File: config.mk
export PLATFORM = sky130hd
export DESIGN_NAME = acorr_engine
export DESIGN_NICKNAME = d
export VERILOG_FILES = /design/src/rtl/acorr_pkg.sv /design/src/rtl/acorr_seq.sv /design/src/rtl/acorr_mac.sv /design/src/rtl/acorr_engine.sv
export SDC_FILE = /design/constraint.sdc
export NUM_CORES = 1
export LEC_CHECK = 0
export BUFFER_PORTS_ARGS = -buffer_cell sky130_fd_sc_hd__buf_4
export CAP_MARGIN = 10
export CORE_ASPECT_RATIO = 1.75
export CORE_MARGIN = 2
export CORE_UTILIZATION = 30
export CTS_BUF_LIST = sky130_fd_sc_hd__clkbuf_4 sky130_fd_sc_hd__clkbuf_8 sky130_fd_sc_hd__clkbuf_16
export DETAILED_ROUTE_END_ITERATION = 7
export PLACE_DENSITY = 0.56
export SKIP_LAST_GASP = 1
export SLEW_MARGIN = 20
export SYNTH_ARGS = -nofsm -noshare
export SYNTH_HDL_FRONTEND = slang
export SYNTH_HIERARCHICAL = 1
export SYNTH_SLANG_ARGS = --single-unit
File: constraint.sdc
create_clock -name clk -period 16.2 [get_ports clk]
set_clock_uncertainty 0.15 [all_clocks]
set_input_delay 3.24 -clock clk [delete_from_list [all_inputs] [get_ports clk]]
set_output_delay 3.24 -clock clk [all_outputs]
set_load 0.1 [all_outputs]
File: src/rtl/acorr_pkg.sv
package acorr_pkg;

    // Sequencer phase
    typedef enum logic {
        SEQ_IDLE = 1'b0,
        SEQ_RUN  = 1'b1
    } seq_state_e;

    // Control tag that travels alongside each product
    typedef struct packed {
        logic vld;        // a product is in flight
        logic first;      // first term of its lag
        logic last;       // last term of its lag
        logic final_lag;  // last term of the last lag
    } mac_tag_t;

    // Number of products in one block (sum of BLOCK_LEN..1)
    function automatic int unsigned tri_count(input int unsigned n);
        return (n * (n + 1)) / 2;
    endfunction

    // Accumulator width that cannot wrap for n products of two sw-bit values
    function automatic int unsigned acc_width(input int unsigned sw, input int unsigned n);
        return 2 * sw + ((n > 1) ? $clog2(n) : 1);
    endfunction

    function automatic int unsigned addr_width(input int unsigned n);
        return (n > 1) ? $clog2(n) : 1;
    endfunction

endpackage

File: src/rtl/acorr_seq.sv
module acorr_seq
    import acorr_pkg::*;
#(
    parameter int unsigned BLOCK_LEN = 330,
    parameter int unsigned ADDR_W    = 9
) (
    input  logic              clk,
    input  logic              rst,
    input  logic              launch,
    output logic [ADDR_W-1:0] rd_addr_a,
    output logic [ADDR_W-1:0] rd_addr_b,
    output mac_tag_t          tag_o,
    output logic [ADDR_W-1:0] lag_o
);

    localparam logic [ADDR_W-1:0] LAST = ADDR_W'(BLOCK_LEN - 1);

    seq_state_e        state_q;
    logic [ADDR_W-1:0] lag_q;
    logic [ADDR_W-1:0] idx_q;
    logic              lag_end;
    logic              block_end;

    assign lag_end   = (idx_q == (LAST - lag_q));
    assign block_end = lag_end && (lag_q == LAST);

    always_ff @(posedge clk) begin
        if (rst) begin
            state_q <= SEQ_IDLE;
            lag_q   <= '0;
            idx_q   <= '0;
        end else begin
            case (state_q)
                SEQ_IDLE: begin
                    if (launch) begin
                        state_q <= SEQ_RUN;
                        lag_q   <= '0;
                        idx_q   <= '0;
                    end
                end
                SEQ_RUN: begin
                    if (lag_end) begin
                        idx_q <= '0;
                        if (lag_q == LAST) begin
                            state_q <= SEQ_IDLE;
                            lag_q   <= '0;
                        end else begin
                            lag_q <= lag_q + 1'b1;
                        end
                    end else begin
                        idx_q <= idx_q + 1'b1;
                    end
                end
                default: state_q <= SEQ_IDLE;
            endcase
        end
    end

    assign rd_addr_a = idx_q;
    assign rd_addr_b = idx_q + lag_q;
    assign lag_o     = lag_q;

    always_comb begin
        tag_o           = '0;
        tag_o.vld       = (state_q == SEQ_RUN);
        tag_o.first     = (state_q == SEQ_RUN) && (idx_q == '0);
        tag_o.last      = (state_q == SEQ_RUN) && lag_end;
        tag_o.final_lag = (state_q == SEQ_RUN) && block_end;
    end


    addr_range_chk: assert property (@(posedge clk) disable iff (rst)
        (state_q == SEQ_RUN) |-> (rd_addr_b <= LAST && rd_addr_a <= LAST));


    lag_step_chk: assert property (@(posedge clk) disable iff (rst)
        (state_q == SEQ_RUN && lag_end && lag_q != LAST)
        |=> (lag_q == $past(lag_q) + 1'b1 && idx_q == '0 && state_q == SEQ_RUN));

endmodule

File: src/rtl/acorr_mac.sv
module acorr_mac
    import acorr_pkg::*;
#(
    parameter int unsigned BLOCK_LEN = 330,
    parameter int unsigned SAMPLE_W  = 16,
    parameter int unsigned RESULT_W  = 32,
    parameter int unsigned ADDR_W    = 9
) (
    input  logic                       clk,
    input  logic                       rst,
    input  mac_tag_t                   tag_i,
    input  logic [ADDR_W-1:0]          lag_i,
    input  logic signed [SAMPLE_W-1:0] smp_a,
    input  logic signed [SAMPLE_W-1:0] smp_b,
    output logic                       wr_en,
    output logic [ADDR_W-1:0]          wr_addr,
    output logic signed [RESULT_W-1:0] wr_data,
    output logic                       final_wr
);

    localparam int unsigned ACC_W  = acc_width(SAMPLE_W, BLOCK_LEN);
    localparam int unsigned PROD_W = 2 * SAMPLE_W;

    // Tag delayed by the memory's one-cycle read latency
    mac_tag_t          s1_tag;
    logic [ADDR_W-1:0] s1_lag;

    always_ff @(posedge clk) begin
        if (rst) begin
            s1_tag <= '0;
            s1_lag <= '0;
        end else begin
            s1_tag <= tag_i;
            s1_lag <= lag_i;
        end
    end

    logic signed [PROD_W-1:0]   prod;
    logic signed [ACC_W-1:0]    prod_ext;
    logic signed [ACC_W-1:0]    acc_q;
    logic signed [ACC_W-1:0]    acc_base;
    logic signed [ACC_W-1:0]    acc_next;
    logic signed [RESULT_W-1:0] res_val;

    assign prod     = smp_a * smp_b;
    assign prod_ext = ACC_W'(prod);
    assign acc_base = s1_tag.first ? '0 : acc_q;
    assign acc_next = acc_base + prod_ext;

    generate
        if (RESULT_W >= ACC_W) begin : g_wide
            assign res_val = RESULT_W'(acc_next);
        end else begin : g_clamp
            localparam logic signed [ACC_W-1:0] RES_MAX =
                {{(ACC_W - RESULT_W + 1){1'b0}}, {(RESULT_W - 1){1'b1}}};
            localparam logic signed [ACC_W-1:0] RES_MIN =
                {{(ACC_W - RESULT_W + 1){1'b1}}, {(RESULT_W - 1){1'b0}}};
            always_comb begin
                if (acc_next > RES_MAX)
                    res_val = RES_MAX[RESULT_W-1:0];
                else if (acc_next < RES_MIN)
                    res_val = RES_MIN[RESULT_W-1:0];
                else
                    res_val = acc_next[RESULT_W-1:0];
            end
        end
    endgenerate

    always_ff @(posedge clk) begin
        if (rst) begin
            acc_q    <= '0;
            wr_en    <= 1'b0;
            wr_addr  <= '0;
            wr_data  <= '0;
            final_wr <= 1'b0;
        end else begin
            if (s1_tag.vld)
                acc_q <= acc_next;
            wr_en    <= s1_tag.vld && s1_tag.last;
            final_wr <= s1_tag.vld && s1_tag.final_lag;
            if (s1_tag.vld && s1_tag.last) begin
                wr_addr <= s1_lag;
                wr_data <= res_val;
            end
        end
    end


    acc_clear_chk: assert property (@(posedge clk) disable iff (rst)
        (s1_tag.vld && s1_tag.first) |=> (acc_q == $past(prod_ext)));


    no_overflow_chk: assert property (@(posedge clk) disable iff (rst)
        (s1_tag.vld && !s1_tag.first && !acc_q[ACC_W-1] && !prod_ext[ACC_W-1])
        |-> !acc_next[ACC_W-1]);

endmodule

File: src/rtl/acorr_engine.sv
module acorr_engine
    import acorr_pkg::*;
#(
    parameter  int unsigned BLOCK_LEN = 330,
    parameter  int unsigned SAMPLE_W  = 16,
    parameter  int unsigned RESULT_W  = 32,
    localparam int unsigned ADDR_W    = addr_width(BLOCK_LEN)
) (
    input  logic                       clk,
    input  logic                       rst,
    input  logic                       start,
    output logic                       busy,
    output logic                       done,
    output logic [ADDR_W-1:0]          rd_addr_a,
    output logic [ADDR_W-1:0]          rd_addr_b,
    input  logic signed [SAMPLE_W-1:0] rd_data_a,
    input  logic signed [SAMPLE_W-1:0] rd_data_b,
    output logic                       wr_en,
    output logic [ADDR_W-1:0]          wr_addr,
    output logic signed [RESULT_W-1:0] wr_data
);

    localparam int unsigned RUN_CYC = tri_count(BLOCK_LEN) + 3;
    localparam int unsigned CNT_W   = $clog2(RUN_CYC + 1);

    logic              busy_q;
    logic              done_q;
    logic              launch;
    logic              final_wr;
    mac_tag_t          tag;
    logic [ADDR_W-1:0] lag;

    assign launch = start && !busy_q;

    acorr_seq #(
        .BLOCK_LEN (BLOCK_LEN),
        .ADDR_W    (ADDR_W)
    ) u_seq (
        .clk       (clk),
        .rst       (rst),
        .launch    (launch),
        .rd_addr_a (rd_addr_a),
        .rd_addr_b (rd_addr_b),
        .tag_o     (tag),
        .lag_o     (lag)
    );

    acorr_mac #(
        .BLOCK_LEN (BLOCK_LEN),
        .SAMPLE_W  (SAMPLE_W),
        .RESULT_W  (RESULT_W),
        .ADDR_W    (ADDR_W)
    ) u_mac (
        .clk      (clk),
        .rst      (rst),
        .tag_i    (tag),
        .lag_i    (lag),
        .smp_a    (rd_data_a),
        .smp_b    (rd_data_b),
        .wr_en    (wr_en),
        .wr_addr  (wr_addr),
        .wr_data  (wr_data),
        .final_wr (final_wr)
    );

    always_ff @(posedge clk) begin
        if (rst) begin
            busy_q <= 1'b0;
            done_q <= 1'b0;
        end else begin
            done_q <= final_wr;
            if (launch)
                busy_q <= 1'b1;
            else if (final_wr)
                busy_q <= 1'b0;
        end
    end

    assign busy = busy_q;
    assign done = done_q;

    // Cycle counter since the accepted start, used by the latency check
    logic [CNT_W-1:0] run_cnt;
    always_ff @(posedge clk) begin
        if (rst)
            run_cnt <= '0;
        else if (launch)
            run_cnt <= CNT_W'(1);
        else if (busy_q)
            run_cnt <= run_cnt + 1'b1;
    end


    done_pulse_chk: assert property (@(posedge clk) disable iff (rst)
        done |=> !done);


    done_idle_chk: assert property (@(posedge clk) disable iff (rst)
        done |-> !busy);


    start_ignore_chk: assert property (@(posedge clk) disable iff (rst)
        (busy && start && !final_wr) |=> (busy && !done));


    latency_chk: assert property (@(posedge clk) disable iff (rst)
        done |-> (run_cnt == CNT_W'(RUN_CYC)));

endmodule

Word level (Yosys, flattened, before mapping)
Index checks and enable logic that the tools add are counted.
Widths: inputs -> output; s select.
- bits in registers: 118
- input port bits: 35
- add/sub/neg operators: 5
- multiply operators: 1
- bitwise logic cells: 1
- order comparisons: 2
- muxes and demuxes: 15
- equal/unequal tests: 4
- reductions and logical operators: 11
- operators with widths (kind ; number):
    $mux 32 ; 2
    $add 41x32->41 ; 1
    $gt 41x32->1 const B ; 1
    $lt 41x32->1 const B ; 1
    $mux 41 ; 1
    $mux 9 ; 4
    $pmux 9 s2 ; 2
    $mul 16x16->32 ; 1
    $add 9x1->9 const B ; 2
    $add 9x9->9 ; 1
    $eq 9x9->1 ; 1
    $eq 9x9->1 const B ; 1
    $logic_not 9->1 ; 1
    $sub 9x9->9 const A ; 1
    $logic_and 1x1->1 ; 7
    $mux 1 ; 5
    $ne 2x2->1 const B ; 2
    $pmux 1 s2 ; 1
    $reduce_and 2->1 ; 1
    $reduce_bool 2->1 ; 1
    $logic_not 1->1 ; 1
    $not 1->1 ; 1

Depth between registers and ports, before layout
Gate-level depths: netlist of run 1.
- depth in word-level cells: 5
- gate-level depth with buffers: 27
- mapped depth without buffers: 25

Cells and area by module
Netlist of run 1, hierarchy kept.
- by module, submodules not included (module ; area each (µm²) ; sequential area each (µm²) ; instances ; cells an instance):
    acorr_mac ; 16503.3 ; 1941.9 ; 1 ; 1838
    acorr_seq ; 1639.1 ; 380.4 ; 1 ; 197
    acorr_engine ; 66.3 ; 40.0 ; 1 ; 6

Worst setup path before layout of run 1
No wires, ideal clock.
- path kind: input -> register
- start: in rd_data_a[15]
- end: reg u_mac.wr_data[10]
- path slack: 6164 ps
- library setup time: 136 ps
- arrival: 9751 ps
- data required time: 15914 ps
- cell stages on the path: 24
- path through: clkbuf_1 nand2_1 inv_1 fa_1 fa_1 inv_1 fa_1 inv_1 fa_1 fa_1 inv_1 fa_1 inv_1 ha_1 a21o_1 a21o_1 a21oi_1 o21ai_0 or3_4 a2111oi_2 nand3_1 o41ai_4 buf_6 o32ai_1
- cells in the longest elaborated chain, start to end: 5
- elaborated cells on any way between the ends: 6
- those cells by class: add/sub (1); mul (1); order compare (2); mux (2)
- ends and longest elaborated chain (what ; line ; source):
    from (decl) ; acorr_engine.sv:16 ; input logic signed [SAMPLE_W-1:0] rd_data_a,
    $mul 16x16->32 * ; acorr_mac.sv:45 ; assign prod = smp_a * smp_b;
    $add 41x32->41 * ; acorr_mac.sv:48 ; assign acc_next = acc_base + prod_ext;
    $lt 41x32->1 ; acorr_mac.sv:61 ; else if (acc_next < RES_MIN)
    $mux 32 ; acorr_mac.sv:61 ;
    $mux 32 * ; acorr_mac.sv:59 ; if (acc_next > RES_MAX)
    to (signal assigned) ; acorr_mac.sv:83 ; wr_data <= res_val;
    to (decl) ; acorr_mac.sv:17 ; output logic signed [RESULT_W-1:0] wr_data,
Every way passes the cells marked *; elsewhere a longest branch is shown, timed or not.
A chain may end at the register's enable or synchronous reset.

Worst setup path in the final report of run 1
- start: in rd_data_b[15]
- end: reg u_mac.wr_data[15]
- cells in the longest elaborated chain, start to end: 5
- elaborated cells on any way between the ends: 6
- those cells by class: add/sub (1); mul (1); order compare (2); mux (2)
- ends and longest elaborated chain (what ; line ; source):
    from (decl) ; acorr_engine.sv:17 ; input logic signed [SAMPLE_W-1:0] rd_data_b,
    $mul 16x16->32 * ; acorr_mac.sv:45 ;
    $add 41x32->41 * ; acorr_mac.sv:48 ;
    $lt 41x32->1 ; acorr_mac.sv:61 ;
    $mux 32 ; acorr_mac.sv:61 ;
    $mux 32 * ; acorr_mac.sv:59 ;
Marks and branches as above.

==> results of run 1 <==
==> per-layer routing <==
metal	share of wire	vias up
met2	0.56	256
met4	0.027	0
li1	-	6377
met3	0.032	77
met5	0	-
met1	0.38	6738
==> path summary, 6_finish.rpt <==
kind / startpoint / to / slack, ps / cells after the start
max: rd_data_b[15] / u_mac/wr_data[15]$_SDFFE_PP0P_ / 5770 / 23
min: u_mac/s1_lag[7]$_SDFF_PP0_ / u_mac/wr_addr[7]$_SDFFE_PP0P_ / 280 / 2
max reg2reg: u_mac/s1_tag[2]$_SDFF_PP0_ / u_mac/wr_data[15]$_SDFFE_PP0P_ / 8690 / 22
min reg2reg: u_mac/s1_lag[7]$_SDFF_PP0_ / u_mac/wr_addr[7]$_SDFFE_PP0P_ / 280 / 2
==> layout make-up <==
| type | count | area [um2] | share of cell area |
|---|---|---|---|
| clock buffers | 17 | 425 | 0.0211 |
| clock inverters | 15 | 154 | 0.00762 |
| inverters | 422 | 1580 | 0.0784 |
| multi-input cells | 1418 | 13900 | 0.689 |
| flip-flops and latches | 118 | 2360 | 0.117 |
| well taps | 786 | 983 | 0.0487 |
| repair buffers | 103 | 773 | 0.0383 |
==> synthesized netlist by cell type (8+ instances only) <==
master	number
and2_1	125
xnor2_1	37
xor2_1	20
nand3_1	20
ha_1	130
o32ai_1	32
nand4_1	8
a31oi_1	10
dfxtp_1	118
clkbuf_1	67
nor3_1	17
o21ai_0	27
nor2_1	147
fa_1	335
nand2_1	210
a21o_1	15
nand2b_1	13
mux2i_1	36
a21oi_1	57
inv_1	421
nor2b_1	63
==> kinds of logic (layout without fill, tap and decap cells) <==
family	after synthesis	count (layout)	synth area share
AND/OR/NAND/NOR	650	650	0.176
buffers and inverters	505	557	0.106
adder cells (fa/ha/maj)	465	465	0.458
AO/OA/AOI/OAI	208	208	0.0820
flip-flops	118	118	0.130
XOR/XNOR	58	58	0.0283
multiplexers	37	37	0.0204
==> sequential cells by signal, summed over array words and instances, names as in the netlist <==
register         cells
busy                 1
done                 1
u_mac/acc_q         41
u_mac/final_wr       1
u_mac/s1_lag         9
u_mac/s1_tag         4
u_mac/wr_addr        9
u_mac/wr_data       32
u_mac/wr_en          1
u_seq/lag_o          9
u_seq/rd_addr_a      9
u_seq/state_q        1
==> critical path, delay by kind of cell <==
kind | cells | cell delay, ps
adder cells (fa/ha/maj) | 7 | 3280
AO/OA/AOI/OAI | 6 | 2110
buffers and inverters | 5 | 1090
AND/OR/NAND/NOR | 4 | 570
XOR/XNOR | 1 | 230
==> through the flow <==
stage / hold WS (ps) / cells / area [um2] / util / worst slack (ps)
final: 285 / 2879 / 20200 / 0.336 / 5770
after floorplan: 254 / 2041 / 18200 / - / 6160
after global placement: 280 / 2847 / 19600 / 0.326 / 5420
after CTS: 287 / 2879 / 20200 / 0.336 / 5800
after global routing: 300 / 2879 / 20200 / 0.336 / 5360
after detailed placement: 280 / 2847 / 19600 / 0.326 / 5360
==> results.tsv, run 1 <==
stage	metric	value	unit
outcome	run status	finished, final reports clean	
clocking	CTS resizes	0	
floorplan	Cell Rows	119	
sta	Slew Viols, Final	0	
worst_setup_path	CP Launch Type	input pin	
floorplan	Die Height	330	um
final_layout	Area growth syn-to-layout	10.9	%
clocking	maximum clock path buffer count	2	
synth	top cell type's share of synthesized area	0.368	
clocking	CTS Buf Count	17	
sta	Rel. slew slack	0.387	
synth	area leader, netlist	fa_1	
sta	Achievable Freq	95.9	MHz
synth	post-synth cell types	79	
synth	total of warnings raised by yosys	6	
sta	Final Hold Viols	0	
sta	unrepaired setup endpoints after global routing	no	
clocking	CTS sink count	118	
global_route	Most Crowded Layer GR	met2	
synth	Synth Cell Area	0.0182	mm2
floorplan	full die area	0.0628	mm2
sta	TNS Setup	0	ps
global_route	first-pass GRT wire length	78.7	mm
final_layout	most common cell after layout, fill and taps aside	inv_1	
synth	Syn Area/Cell	8.92	um2
clocking	postcts setup bufs	0	
place	IO Port Bufs	96	
synth	Yosys reg bits	118	
global_route	initial antenna violation count	0	
synth	Gate Count Post-Synth	2041	
global_route	pin count of the biggest net entering global routing	94	
sta	Final period util	0.644	
clocking	clock slew at reported path FFs	60	ps
synth	EDFF count, synth	0	
drt	vias	13400	
global_route	Remaining Overflow, GRT	0	
worst_setup_path	CP Max Fanout	31	
synth	syn nets	2541	
final_layout	Nets	2580	
synth	share of flip-flops with an asynchronous set or reset	0	
final_layout	layout cells sized above 1	0.0817	
worst_setup_path	worst-path cell chain	buf_4 > inv_1 > nor2_1 > fa_1 > fa_1 > fa_1 > fa_1 > fa_1 > inv_1 > fa_1 > inv_1 > ha_1 > nand2_1 > o32ai_1 > nor4_1 > a31oi_1 > a211oi_1 > xnor2_1 > a2111oi_2 > nand3_1 > o41ai_4 > buf_4 > o32ai_1	
floorplan	Initial Util	0.303	
final_layout	most frequent cells in the layout	421 x inv_1, 335 x fa_1, 210 x nand2_1	
min_path	Hold Path Class	reg2reg	
worst_setup_path	Worst EP required	16310	ps
drt	Iteration-0 DRC Markers	557	
drt	post-DR vias/cell	4.67	
worst_setup_path	CP max-delay cell	a31oi_1	
drt	DR WL/cell	16.3	um
floorplan	core area	0.0602	mm2
final_layout	Filler cells	6332	
sta	Tmin final	10430	ps
global_route	GR Util met2	0.310	
worst_setup_path	Largest stage delay, worst path	540	ps
drt	final wirelength	46.9	mm
worst_setup_path	Setup crit end kind	flop	
global_route	Total GRT Usage	0.158	
synth	sequential area share after synthesis	0.130	
clocking	Hold-fix buffers, CTS	0	
global_route	GRT met3 Usage	0.0206	
place	dpl hpwl	39.9	mm
final_layout	antenna fix cells	0	
clocking	root cell of the clock tree	clkbuf_16	
sta	measured slew at the worst slew-check pin	919	ps
drt	Final ANT Viol Nets	0	
clocking	H-tree lvl count	4	
global_route	M1 GR Usage	0.172	
global_route	vias in the first global route	14900	
synth	top cells by area, synth	fa_1 37%, dfxtp_1 13%, ha_1 8.9%, inv_1 8.7%, nand2_1 4.3%	
worst_setup_path	CP dominant cell by count	fa_1	
flow_run	Max-Cap Viols	0	
place	Routability Congestion	0.842	
worst_setup_path	Crit Path Class	in2reg	
worst_setup_path	WP data arrival	10540	ps
floorplan	Die Wd	190	um
clocking	CTS tree	done	
sta	endpoints failing setup	0	
drt	DRC	0	
synth	Main synth FF type	dfxtp_1	
floorplan	io pins	97	
clocking	worst-skew pair later-pin latency	430	ps
drt	drt first pass iters	5	
Power of run 1 is not shown: default switching activity piles up to over one toggle a cycle in this logic, so the estimate is an artifact.
==> run 2: changes to the inputs <==
--- a/config.mk
+++ b/config.mk
@@ -12,7 +12,7 @@
 export CORE_UTILIZATION = 30
 export CTS_BUF_LIST = sky130_fd_sc_hd__clkbuf_4 sky130_fd_sc_hd__clkbuf_8 sky130_fd_sc_hd__clkbuf_16
 export DETAILED_ROUTE_END_ITERATION = 7
-export PLACE_DENSITY = 0.56
+export PLACE_DENSITY = 0.58
 export SKIP_LAST_GASP = 1
 export SLEW_MARGIN = 20
 export SYNTH_ARGS = -nofsm -noshare
==> constraint.sdc (replaced) <==
create_clock -name clk -period 8.4 [get_ports clk]
set_clock_uncertainty 0.15 [all_clocks]
set_input_delay 1.68 -clock clk [delete_from_list [all_inputs] [get_ports clk]]
set_output_delay 1.68 -clock clk [all_outputs]
set_load 0.1 [all_outputs]
==> run 2 against run 1 <==
Setup slack worse by 5700 ps. Highest routed layer unchanged. Cell count rose by 7.3%. Critical path type unchanged. Register-to-register slack got worse by 7500 ps.
==> results.tsv, run 2 (synthesized netlist as in run 1, its figures left out) <==
stage	metric	value	unit	change
outcome	run status	finished, final reports clean		
sta	measured slew at the worst slew-check pin	986	ps	+67.5 ps
clocking	maximum clock path buffer count	2		unchanged
clocking	CTS sink count	118		unchanged
drt	Final ANT Viol Nets	0		unchanged
sta	Achievable Freq	120	MHz	
final_layout	most common cell after layout, fill and taps aside	inv_1		
sta	final worst slack	68.4	ps	-5710 ps
floorplan	io pins	97		unchanged
global_route	Remaining Overflow, GRT	0		unchanged
place	Routability Congestion	0.897		+6.6%
sta	Final Hold Viols	0		unchanged
global_route	vias in the first global route	16100		+7.4%
sta	unrepaired setup endpoints after global routing	yes		
worst_setup_path	Setup crit end kind	flop		
worst_setup_path	Buf/Inv on CP	11		+6
drt	Iteration-0 DRC Markers	488		-12%
drt	vias	14500		+7.8%
final_layout	most frequent cells in the layout	415 x inv_1, 329 x fa_1, 284 x buf_4		
drt	post-DR vias/cell	4.70		+0.53%
drt	DRC	0		unchanged
sta	Tmin final	8330	ps	
floorplan	Cell Rows	119		unchanged
worst_setup_path	reg-to-reg critical path startpoint	u_mac/s1_tag[2]$_SDFF_PP0_		
place	dpl cell area	0.0211	mm2	+7.8%
final_layout	Nets	2790		+8.1%
clocking	worst-skew pair later-pin latency	430	ps	about the same
floorplan	full die area	0.0628	mm2	unchanged
worst_setup_path	Top delay family on crit path	adder cells		
floorplan	Die Wd	190	um	unchanged
floorplan	core area	0.0602	mm2	unchanged
worst_setup_path	CP Launch Type	input pin		
global_route	Total GRT Usage	0.165		+0.00689
final_layout	max FFs per register	41		unchanged
drt	final wirelength	50.2	mm	+7.1%
final_layout	antenna fix cells	0		unchanged
worst_setup_path	CP max-delay cell	fa_1		
worst_setup_path	Worst Setup SP	rd_data_b[1]		
worst_setup_path	WP data arrival	8450	ps	-2090 ps
sta	WHS	281	ps	-3.26 ps
worst_setup_path	CP dominant cell by count	fa_1		
final_layout	layout cells sized above 1	0.196		+0.114
worst_setup_path	Worst EP required	8520	ps	-7790 ps
worst_setup_path	Largest stage delay, worst path	620	ps	+80 ps
floorplan	Die Height	330	um	unchanged
clocking	CTS Buf Count	17		unchanged
final_layout	Top reg by flops	u_mac/acc_q		
clocking	CTS tree	done		
floorplan	Initial Util	0.303		unchanged
final_layout	sequential cell area	0.00236	mm2	unchanged
worst_setup_path	CP Max Fanout	10		-68%
sta	Slew Viols, Final	0		unchanged
final_layout	Area growth syn-to-layout	23.6	%	
drt	drt first pass iters	5		unchanged
sta	endpoints failing setup	0		unchanged
clocking	H-tree lvl count	4		unchanged
final_layout	area of the multi-input gates	0.0144	mm2	+3.5%
final_layout	Filler cells	6097		-3.7%
clocking	root cell of the clock tree	clkbuf_16		
place	dpl hpwl	42.6	mm	+6.7%
clocking	clock slew at reported path FFs	60	ps	about the same
sta	Rel. slew slack	0.342		-0.0450
min_path	Hold Path Origin	u_mac/s1_tag[0]$_SDFF_PP0_		
min_path	Hold Path Class	reg2reg		
sta	Final period util	0.992		
global_route	initial antenna violation count	0		unchanged
worst_setup_path	Crit Path Class	in2reg		
drt	DR WL/cell	16.3	um	-0.14%
final_layout	Largest regs	u_mac/acc_q x41, u_mac/wr_data x32		
clocking	Hold-fix buffers, CTS	0		unchanged
flow_run	Max-Cap Viols	0		unchanged
final_layout	post-route cell area	0.0225	mm2	+11%
place	setup slack after placement	-585	ps	-5950 ps
global_route	pin count of the biggest net entering global routing	97		+3.2%
global_route	first-pass GRT wire length	82.2	mm	+4.5%
place	IO Port Bufs	96		unchanged
run 2: cell count changes in the layout (fill, tap and decap cells not counted), moves of 11 or more:
cell	delta
ha_1	-12
buf_4	+181
buf_6	+11
a21oi_1	-14
a21oi_2	+11
buf_12	+15
run 2: per-stage QoR:
stage,utilization,setup TNS (ps),cells
after floorplan,-,0,2041
after global placement,0.352,-13910,3030
after detailed placement,0.352,-16550,3030
after CTS,0.361,0,3063
after global routing,0.374,-1870,3088
final,0.374,0,3088
run 2: final cells by class:
type	count	share of cell area
multi-input combinational	1418	0.640
timing repair buffer	313	0.116
sequential	118	0.105
inverter	422	0.0706
tap	786	0.0437
clock buffer	19	0.0199
clock inverter	12	0.00473
run 2: path summary, 6_finish.rpt:
check | endpoint | slack, ps | cells after the start
max | u_mac/wr_data[26]$_SDFFE_PP0P_ | 70 | 27
min | u_mac/final_wr$_SDFF_PP0_ | 280 | 2
max reg2reg | u_mac/wr_data[26]$_SDFFE_PP0P_ | 1210 | 27
min reg2reg | u_mac/final_wr$_SDFF_PP0_ | 280 | 2
run 2: repair_timing:
item | CTS | global route
resized for setup | 5 | 110
cloned | 0 | 2
endpoints found under the hold margin | 0 | 0
pin swaps | 2 | 53
setup buffers | 2 | 23
endpoints found under the setup margin | 31 | 31
run 2: metal layers:
metal / vias to the layer above / wire length (um) / GRT usage
li1: 6781 / - / -
met1: 7387 / 18800 / 0.178
met2: 255 / 28500 / 0.328
met3: 77 / 1360 / 0.0181
met4: 0 / 1650 / 0.0570
met5: - / 0 / 0
run 2: worst register-to-register path, cell delays in order (launching register included):
cell and delay [ps]:
dfxtp_1 850, buf_12 270, nor2b_1 90, ha_1 270, inv_1 50, fa_1 500, inv_1 50, ha_1 290
ha_1 280, inv_1 60, fa_1 550, inv_1 50, ha_1 210, fa_1 420, a21o_1 220, a221oi_2 280
a211o_1 230, buf_4 120, nand3_2 120, buf_4 180, o2111ai_1 310, a31oi_2 170, xnor2_2 280, nand3_2 160
o41ai_4 400, buf_4 230, clkbuf_16 150, o32ai_1 80
Power of run 2 is left out for the same reason.
==> run 3: changes to the inputs <==
--- a/config.mk
+++ b/config.mk
@@ -12,7 +12,9 @@
 export CORE_UTILIZATION = 30
 export CTS_BUF_LIST = sky130_fd_sc_hd__clkbuf_4 sky130_fd_sc_hd__clkbuf_8 sky130_fd_sc_hd__clkbuf_16
 export DETAILED_ROUTE_END_ITERATION = 7
+export MAX_ROUTING_LAYER = met4
 export PLACE_DENSITY = 0.58
+export SKIP_CTS_REPAIR_TIMING = 1
 export SKIP_LAST_GASP = 1
 export SLEW_MARGIN = 20
 export SYNTH_ARGS = -nofsm -noshare
==> constraint.sdc (replaced) <==
create_clock -name clk -period 8.4 [get_ports clk]
set_clock_uncertainty 0.15 [all_clocks]
set_input_delay 1.68 -clock clk [delete_from_list [all_inputs] [get_ports clk]]
set_output_delay 1.68 -clock clk [all_outputs]
set_load 0.005 [all_outputs]
==> run 3 against run 2 <==
Setup slack lost 2.2 ps. Routed wire length grew 0.61%. Die area is the same. Design area shrank 0.14%. First-iteration DRC count grew 18%. Critical path type unchanged.
==> results.tsv, run 3 (synthesized netlist as in run 1, its figures left out) <==
stage	metric	value	unit	change
sta	Final period util	0.992		about the same
worst_setup_path	CP max-delay cell	fa_1		
clocking	CTS sink count	118		unchanged
place	dpl cell area	0.0211	mm2	-0.33%
place	Routability Congestion	0.925		+3.0%
place	IO Port Bufs	96		unchanged
drt	post-DR vias/cell	4.69		-0.17%
drt	vias	14400		-0.49%
outcome	run status	finished, final reports clean		
drt	final wirelength	50.5	mm	+0.61%
clocking	CTS tree	done		
drt	DR WL/cell	16.4	um	+0.94%
clocking	worst-skew pair later-pin latency	430	ps	about the same
floorplan	core area	0.0602	mm2	unchanged
floorplan	io pins	97		unchanged
worst_setup_path	Crit Path Class	in2reg		
drt	DRC	0		unchanged
final_layout	Top reg by flops	u_mac/acc_q		
drt	Iteration-0 DRC Markers	575		+18%
final_layout	layout cells sized above 1	0.195		-0.000890
sta	Achievable Freq	120	MHz	about the same
final_layout	max FFs per register	41		unchanged
worst_setup_path	Setup crit end kind	flop		
worst_setup_path	WP data arrival	8460	ps	about the same
worst_setup_path	reg-to-reg critical path startpoint	u_mac/s1_tag[2]$_SDFF_PP0_		
drt	Final ANT Viol Nets	0		unchanged
sta	endpoints failing setup	0		unchanged
floorplan	Cell Rows	119		unchanged
final_layout	most frequent cells in the layout	414 x inv_1, 330 x fa_1, 275 x buf_4		
min_path	Hold Path Class	reg2reg		
drt	met2 routed WL	28.6	mm	+0.64%
floorplan	Die Height	330	um	unchanged
drt	Met1 Wirelength	18.5	mm	-1.3%
worst_setup_path	Largest stage delay, worst path	570	ps	-50 ps
worst_setup_path	R2R Setup Slk	1350	ps	+140 ps
drt	drt first pass iters	6		+1
flow_run	Max-Cap Viols	0		unchanged
worst_setup_path	Top delay family on crit path	adder cells		
sta	Rel. slew slack	0.464		+0.121
global_route	initial antenna violation count	0		unchanged
floorplan	Initial Util	0.303		unchanged
min_path	Hold Path Origin	u_mac/s1_lag[8]$_SDFF_PP0_		
floorplan	full die area	0.0628	mm2	unchanged
final_layout	Nets	2780		-0.36%
worst_setup_path	CP Launch Type	input pin		
floorplan	Die Wd	190	um	unchanged
final_layout	most common cell after layout, fill and taps aside	inv_1		
clocking	clock slew at reported path FFs	60	ps	about the same
global_route	pin count of the biggest net entering global routing	77		-21%
worst_setup_path	CP dominant cell by count	fa_1		
final_layout	post-route cell area	0.0225	mm2	-0.14%
global_route	Remaining Overflow, GRT	0		unchanged
drt	met3 wire len	1.49	mm	+9.4%
clocking	maximum clock path buffer count	2		unchanged
worst_setup_path	CP Max Fanout	6		-4
place	dpl hpwl	43.2	mm	+1.4%
clocking	CTS Buf Count	17		unchanged
global_route	vias in the first global route	16100		+0.24%
clocking	root cell of the clock tree	clkbuf_16		
final_layout	antenna fix cells	0		unchanged
drt	uppermost layer routed	met4		
global_route	Total GRT Usage	0.172		+0.00645
worst_setup_path	Worst Setup SP	rd_data_a[15]		
clocking	H-tree lvl count	4		unchanged
sta	Slew Viols, Final	0		unchanged
sta	Final Hold Viols	0		unchanged
sta	measured slew at the worst slew-check pin	804	ps	-182 ps
global_route	first-pass GRT wire length	82.8	mm	+0.71%
final_layout	Area growth syn-to-layout	23.4	%	
final_layout	Largest regs	u_mac/acc_q x41, u_mac/wr_data x32		
sta	Tmin final	8330	ps	+2.23 ps
worst_setup_path	Buf/Inv on CP	13		+2
worst_setup_path	Worst EP required	8530	ps	about the same
-- run 3: cell count changes in the layout (fill, tap and decap cells not counted), moves of 3 or more --
| cell | delta |
|---|---|
| and2_1 | -3 |
| and2_4 | +3 |
| buf_12 | -3 |
| buf_4 | -9 |
| clkinv_2 | -3 |
| clkinv_4 | +3 |
| clkinvlp_4 | -4 |
-- run 3: path summary, 6_finish.rpt --
check | to | cells after the start
worst max register to register | u_mac/wr_data[24]$_SDFFE_PP0P_ | 22
worst max-delay path | u_mac/wr_data[24]$_SDFFE_PP0P_ | 30
worst min register to register | u_mac/wr_addr[8]$_SDFFE_PP0P_ | 2
worst min-delay path | u_mac/wr_addr[8]$_SDFFE_PP0P_ | 2
-- run 3: final cells by class --
type,count,area (um2)
fillers,6115,37700
multi-input cells,1418,14400
repair buffers,303,2520
flip-flops and latches,118,2360
inverters,422,1590
well taps,786,983
clock buffers,21,468
clock inverters,10,148
-- run 3: per-stage QoR --
| stage | hold WS, ps | setup WS, ps | std cells | utilization | setup TNS, ps |
|---|---|---|---|---|---|
| after floorplan | 254 | 73.1 | 2041 | - | 0 |
| after global placement | 281 | -524 | 3024 | 0.350 | -15160 |
| after detailed placement | 278 | -600 | 3024 | 0.350 | -17250 |
| after CTS | 287 | -165 | 3055 | 0.361 | -3850 |
| after global routing | 295 | -127 | 3078 | 0.373 | -3610 |
| final | 280 | 66.2 | 3078 | 0.373 | 0 |
-- run 3: metal layers --
metal  global-route usage  vias up
met5                    -        -
met4               0.0608        0
met3               0.0181       97
met2                0.330      297
met1                0.179     7270
li1                     -     6765
-- run 3: worst reg2reg max path, cell delays in order, from the launching register on --
cell and delay [ps]:
dfxtp_1 820, nand2b_1 250, fa_1 430, inv_1 80, fa_1 450, fa_1 500
fa_1 560, inv_1 60, fa_1 550, inv_1 70, ha_4 290, and4_4 250
nand3_2 90, a211o_1 340, and3_4 210, a211oi_4 270, o21ai_2 150, a2111oi_4 400
nand3_2 160, o41ai_4 380, buf_6 210, clkbuf_16 160, o32ai_1 80
Power of run 3 is left out for the same reason.
